$ cat src/rtl/trap_pkg.sv
package trap_pkg;
   typedef enum logic [1:0] {
      TK_NONE  = 2'd0,
      TK_FAULT = 2'd1,
      TK_IRQ   = 2'd2
   } take_e;

   localparam int unsigned CAUSE_IRQ_CODE = 1;
   localparam int unsigned CAUSE_OVF_CODE = 2;
endpackage

$ cat src/rtl/trap_arbiter.sv
module trap_arbiter
   import trap_pkg::*;
#(
   parameter int unsigned CAUSE_W      = 4,
   parameter bit          USE_EXT_CODE = 1'b1
) (
   input  logic               ex_vld,
   input  logic               ex_fault,
   input  logic [CAUSE_W-1:0] ex_fcode,
   input  logic               irq_req,
   input  logic               busy,
   output take_e              kind,
   output logic [CAUSE_W-1:0] code
);
   logic [CAUSE_W-1:0] fault_code;

   generate
      if (USE_EXT_CODE) begin : g_ext_code
         assign fault_code = ex_fcode;
      end else begin : g_fixed_code
         assign fault_code = CAUSE_W'(CAUSE_OVF_CODE);
      end
   endgenerate

   // The execute-stage instruction is the oldest possible trap source; its
   // own fault outranks an interrupt that would merely attach to it.
   always_comb begin
      kind = TK_NONE;
      if (ex_vld && !busy) begin
         if (ex_fault)      kind = TK_FAULT;
         else if (irq_req)  kind = TK_IRQ;
      end
   end

   assign code = (kind == TK_IRQ) ? CAUSE_W'(CAUSE_IRQ_CODE) : fault_code;
endmodule

$ cat src/rtl/trap_state.sv
module trap_state
   import trap_pkg::*;
#(
   parameter int unsigned PC_W    = 32,
   parameter int unsigned CAUSE_W = 4
) (
   input  logic               clk,
   input  logic               rst_n,
   input  take_e              kind,
   input  logic [PC_W-1:0]    ex_pc,
   input  logic [CAUSE_W-1:0] code,
   input  logic               resume,
   output logic [PC_W-1:0]    epc,
   output logic [CAUSE_W-1:0] cause,
   output logic               busy
);
   always_ff @(posedge clk) begin
      if (!rst_n) begin
         epc   <= '0;
         cause <= '0;
         busy  <= 1'b0;
      end else if (kind != TK_NONE) begin
         epc   <= ex_pc;
         cause <= code;
         busy  <= 1'b1;
      end else if (resume && busy) begin
         busy  <= 1'b0;
      end
   end
endmodule

$ cat src/rtl/trap_redirect.sv
module trap_redirect
   import trap_pkg::*;
#(
   parameter int unsigned     PC_W         = 32,
   parameter int unsigned     CAUSE_W      = 4,
   parameter logic [PC_W-1:0] HANDLER_ADDR = 'h400,
   parameter int unsigned     RETURN_STEP  = 4
) (
   input  take_e              kind,
   input  logic               resume,
   input  logic               busy,
   input  logic [PC_W-1:0]    epc,
   input  logic [CAUSE_W-1:0] cause,
   output logic               flush_fetch,
   output logic               flush_decode,
   output logic               flush_exec,
   output logic               redir,
   output logic [PC_W-1:0]    redir_pc
);
   localparam logic [PC_W-1:0]    STEP     = PC_W'(RETURN_STEP);
   localparam logic [CAUSE_W-1:0] IRQ_CODE = CAUSE_W'(CAUSE_IRQ_CODE);

   logic            taking;
   logic            back;
   logic [PC_W-1:0] ret_pc;

   assign taking       = (kind != TK_NONE);
   assign back         = resume && busy;
   assign flush_fetch  = taking;
   assign flush_decode = taking;
   assign flush_exec   = (kind == TK_FAULT);

   // An interrupted instruction completed, so the return skips past it;
   // a faulting one was killed and runs again.
   assign ret_pc   = (cause == IRQ_CODE) ? (epc + STEP) : epc;
   assign redir    = taking || back;
   assign redir_pc = taking ? HANDLER_ADDR : ret_pc;
endmodule

$ cat src/rtl/precise_trap_ctl.sv
module precise_trap_ctl
   import trap_pkg::*;
#(
   parameter int unsigned     PC_W         = 32,
   parameter int unsigned     CAUSE_W      = 4,
   parameter logic [PC_W-1:0] HANDLER_ADDR = 'h400,
   parameter int unsigned     RETURN_STEP  = 4,
   parameter bit              USE_EXT_CODE = 1'b1
) (
   input  logic               clk,
   input  logic               rst_n,
   input  logic               ex_vld,
   input  logic [PC_W-1:0]    ex_pc,
   input  logic               ex_fault,
   input  logic [CAUSE_W-1:0] ex_fcode,
   input  logic               irq_req,
   input  logic               resume,
   output logic               flush_fetch,
   output logic               flush_decode,
   output logic               flush_exec,
   output logic               redir,
   output logic [PC_W-1:0]    redir_pc,
   output logic [PC_W-1:0]    epc,
   output logic [CAUSE_W-1:0] cause,
   output logic               trap_active
);
   generate
      if (CAUSE_W < 2) begin : g_bad_cause_w
         $error("CAUSE_W must hold both the interrupt and overflow codes");
      end
      if (PC_W < 8) begin : g_bad_pc_w
         $error("PC_W is too narrow");
      end
      if (RETURN_STEP == 0) begin : g_bad_step
         $error("RETURN_STEP must be non-zero");
      end
      if ((HANDLER_ADDR % RETURN_STEP) != 0) begin : g_bad_handler
         $error("HANDLER_ADDR must be aligned to RETURN_STEP");
      end
   endgenerate

   take_e              kind;
   logic [CAUSE_W-1:0] code;

   trap_arbiter #(
      .CAUSE_W      (CAUSE_W),
      .USE_EXT_CODE (USE_EXT_CODE)
   ) u_arb (
      .ex_vld   (ex_vld),
      .ex_fault (ex_fault),
      .ex_fcode (ex_fcode),
      .irq_req  (irq_req),
      .busy     (trap_active),
      .kind     (kind),
      .code     (code)
   );

   trap_state #(
      .PC_W    (PC_W),
      .CAUSE_W (CAUSE_W)
   ) u_state (
      .clk    (clk),
      .rst_n  (rst_n),
      .kind   (kind),
      .ex_pc  (ex_pc),
      .code   (code),
      .resume (resume),
      .epc    (epc),
      .cause  (cause),
      .busy   (trap_active)
   );

   trap_redirect #(
      .PC_W         (PC_W),
      .CAUSE_W      (CAUSE_W),
      .HANDLER_ADDR (HANDLER_ADDR),
      .RETURN_STEP  (RETURN_STEP)
   ) u_redir (
      .kind         (kind),
      .resume       (resume),
      .busy         (trap_active),
      .epc          (epc),
      .cause        (cause),
      .flush_fetch  (flush_fetch),
      .flush_decode (flush_decode),
      .flush_exec   (flush_exec),
      .redir        (redir),
      .redir_pc     (redir_pc)
   );
endmodule

$ cat config.mk
export PLATFORM = sky130hd
export DESIGN_NAME = precise_trap_ctl
export DESIGN_NICKNAME = d
export VERILOG_FILES = /design/src/rtl/trap_pkg.sv /design/src/rtl/trap_arbiter.sv /design/src/rtl/trap_state.sv /design/src/rtl/trap_redirect.sv /design/src/rtl/precise_trap_ctl.sv
export SDC_FILE = /design/constraint.sdc
export NUM_CORES = 1
export LEC_CHECK = 0
export BUFFER_PORTS_ARGS = -buffer_cell sky130_fd_sc_hd__buf_4
export CORE_ASPECT_RATIO = 0.8
export CORE_MARGIN = 2
export CORE_UTILIZATION = 45
export DETAILED_ROUTE_END_ITERATION = 8
export GPL_ROUTABILITY_DRIVEN = 1
export HOLD_SLACK_MARGIN = 0.08
export PLACE_DENSITY = 0.79
export SETUP_SLACK_MARGIN = 0.5
export SLEW_MARGIN = 20
export SYNTH_ARGS = -nofsm -noshare
export SYNTH_HDL_FRONTEND = slang
export SYNTH_SLANG_ARGS = --single-unit
$ cat constraint.sdc
create_clock -name clk -period 4.1 [get_ports clk]
set_clock_uncertainty 0.05 [all_clocks]
set_input_delay 0.82 -clock clk [delete_from_list [all_inputs] [get_ports clk]]
set_output_delay 0.82 -clock clk [all_outputs]
set_load 0.01 [all_outputs]
==> results.py <==
metrics = {
    "synth": {
        "syn_avg_cell_area_um2": 7.60,
        "seq_area_frac_synth": 0.328,
        "yosys.area.top_type_share": 0.328,
        "synthCells": 297,
        "async_flop_share": 0,
        "synthTopCellsByArea": "dfxtp_1, nand2_1, a21boi_0",
        "syn-num-nets": 340,
        "ys.flop_type": "dfxtp_1",
        "ys_top_cells_by_count": "nand2_1, dfxtp_1, a21boi_0, clkbuf_1, mux2i_1",
        "yosysTopAreaCell": "dfxtp_1",
        "synth_edf_count": 0,
        "yosys_warnings": 0,
        "yosysMostFrequentCell": "nand2_1",
        "synth_seq_cells": 37,
        "syn_area_mm2": 0.00226,
        "synth_cell_types": 39,
    },
    "setup_path": {
        "reg2reg_depth": 6,
        "cp_slowest_cell": "or4_4",
        "path_delay_family": "simple AND/OR/NAND/NOR gates",
        "crit_arrival_ns": 2.29,
        "cp.depth": 5,
        "crit_path_cell_trace": "nand4_2 -> or4_4 -> or3_1 -> a21oi_1 -> buf_4",
        "worst_ep_required_time_ns": 3.23,
        "regToRegStartpoint": "u_state.busy",
        "cp-endpoint": "redir_pc[25]",
        "path_max_fanout": 9,
        "endpoint_kind": "output pin",
        "r2r_end": "u_state.epc[8]",
        "crit_start": "u_state.epc[16]",
        "path_buf_inv": 1,
        "worst-r2r-setup-slack_ns": 2.27,
        "start_kind": "register",
        "path_class": "reg -> out",
        "cpPeakStageDelay_ns": 0.61,
    },
    "routing": {
        "drt-pass1-iter-count": 4,
        "wl_mm": 6.58,
        "drt_iter0_markers": 110,
        "drc": 0,
        "viasPerCell": 5.27,
        "num_vias": 2456,
        "drtAntennaViolNets": 0,
        "wl_per_cell_um": 14.1,
    },
    "power": {
        "seqPwrFrac": 0.469,
        "powerDensity_mw_per_mm2": 271,
        "power_mw": 0.877,
        "swShare": 0.302,
        "p_sw_mw": 0.265,
        "vdd_ir_drop_max_uv": 204,
        "power_leakage_nw": 1.41,
        "pwr-share-clk": 0.285,
        "p_int_mw": 0.612,
        "p_comb_frac": 0.246,
    },
    "clock_network": {
        "cts_max_path_buffers": 2,
        "cts.sinks": 37,
        "cts_tree": "done",
        "cts-root-buf": "clkbuf_8",
        "clock_latency_ns": 0.29,
        "cts_buffers": 5,
        "htree_levels": 2,
        "clk_pin_slew_worst_paths_ns": 0.08,
    },
    "placed_design": {
        "dpl.hpwl_mm": 4.82,
        "routabilityCongestion": 0.846,
        "dp.cells": 455,
        "port_buffers": 114,
    },
    "die": {
        "dieArea_mm2": 0.00560,
        "die_w_um": 83.2,
        "die_h_um": 67.3,
        "io_pins": 115,
        "core_region_area_mm2": 0.00492,
        "initial_utilization": 0.458,
        "rows": 23,
    },
    "hold_path": {
        "min-delay-start": "u_state.epc[31]",
        "min_path_type": "reg -> reg",
        "hold_depth": 2,
    },
    "grt": {
        "grt_usage": 0.225,
        "antenna_found_initial": 0,
        "grt_max_degree": 38,
        "grt-ovfl-total": 0,
        "grt_first_pass_wirelength_mm": 10.1,
        "grt_pass1_vias": 2101,
    },
    "sta": {
        "fmax_ghz": 0.316,
        "slew_headroom": 0.635,
        "tightest_slew_ns": 0.547,
        "holdWs_ns": 0.456,
        "rsz0062_at_grt": "false",
        "finalCritPeriodShare": 0.771,
        "period_minus_slack_ns": 3.16,
        "drv_slew": 0,
        "setup_tns_ns": 0,
        "hold_viol_final": 0,
        "setup_viol": 0,
    },
    "status": {
        "status": "completed",
    },
    "flow_run": {
        "cap_violations": 0,
    },
    "final_layout": {
        "drive_above_1_share": 0.334,
        "diodes": 0,
        "layout.nets": 446,
        "num-fill-cells": 440,
        "fin_cells": 466,
        "area_growth_pct": 43.5,
    },
}
-- metal layers --
metal / track usage / share of wire
met5: 0 / 0
met1: 0.294 / 0.45
met3: 0.0660 / 0.082
met4: 0.0615 / 0.0049
met2: 0.368 / 0.46
-- cells in the final DEF, fill, tap and decap left out, types with 5 or more instances in the layout --
cell type and n:
buf_4 120, nand2_1 73, dfxtp_1 37, a21boi_0 28, mux2i_1 13, nand4_1 12, nand2b_1 11, nor3_1 9
nor2_1 9, xor2_1 8, inv_1 7, nand3_1 7, a21oi_1 7, and2_1 5, clkbuf_8 5
-- repair_timing --
action | in CTS | in global routing
endpoints found under the setup margin | 0 | 2
gates resized for setup | 0 | 0
hold buffers | 0 | 0
buffers inserted | 0 | 3
-- how the worst min path moves through the flow --
stage	end
2_1_floorplan	u_state.epc[29]
3_3_place_gp	u_state.epc[29]
3_5_place_dp	u_state.epc[10]
4_1_cts	u_state.epc[29]
5_1_grt	u_state.epc[29]
6_report	u_state.epc[31]
-- power by group through the flow --
stage	Clock (mW)	Sequential, mW	Combinational (mW)
floorplan	0	0.420	0.0965
global placement	0	0.418	0.210
detailed placement	0	0.419	0.213
CTS	0.253	0.411	0.214
global route	0.270	0.416	0.236
finish	0.250	0.412	0.215
-- registers in the layout, summed over array words and instances (netlist names) --
name and cells:
u_state.busy 1, u_state.cause 4, u_state.epc 32
-- worst register-to-register path: stages (launching register included) --
cell and delay [ns]:
dfxtp_1 0.34, nor2b_1 0.24, o21ai_4 0.11, inv_2 0.42
buf_4 0.34, nand2_1 0.08, a21boi_0 0.17
-- final cells by class --
class / count / area [um2] / area share
Multi-Input combinational cell: 231 / 1410 / 0.434
Timing Repair Buffer: 120 / 901 / 0.278
Sequential cell: 37 / 741 / 0.229
Tap cell: 62 / 77.6 / 0.0240
Clock buffer: 6 / 72.6 / 0.0224
Inverter: 8 / 30.0 / 0.00927
Clock inverter: 2 / 10.0 / 0.00309
-- stage by stage --
stage               instance area [um2]  utilization  worst slack, ns
floorplan                          2260            -             1.20
global placement                   3130        0.637             1.04
detailed placement                 3130        0.637            0.977
CTS                                3220        0.653            0.641
global route                       3240        0.658            0.814
finish                             3240        0.658            0.939
-- logic make-up (layout without fill, tap and decap cells) --
group / Yosys count / after routing / synth area share
and+or+nand+nor: 154 / 154 / 0.352
AOI/OAI and AO/OA: 54 / 54 / 0.168
DFF: 37 / 37 / 0.328
buffers and inverters: 29 / 136 / 0.0532
muxes: 13 / 13 / 0.0577
xor gates and xnor gates: 9 / 9 / 0.0349
adders and majority gates: 1 / 1 / 0.00555
No activity file was read; power rests on OpenSTA's default activity.
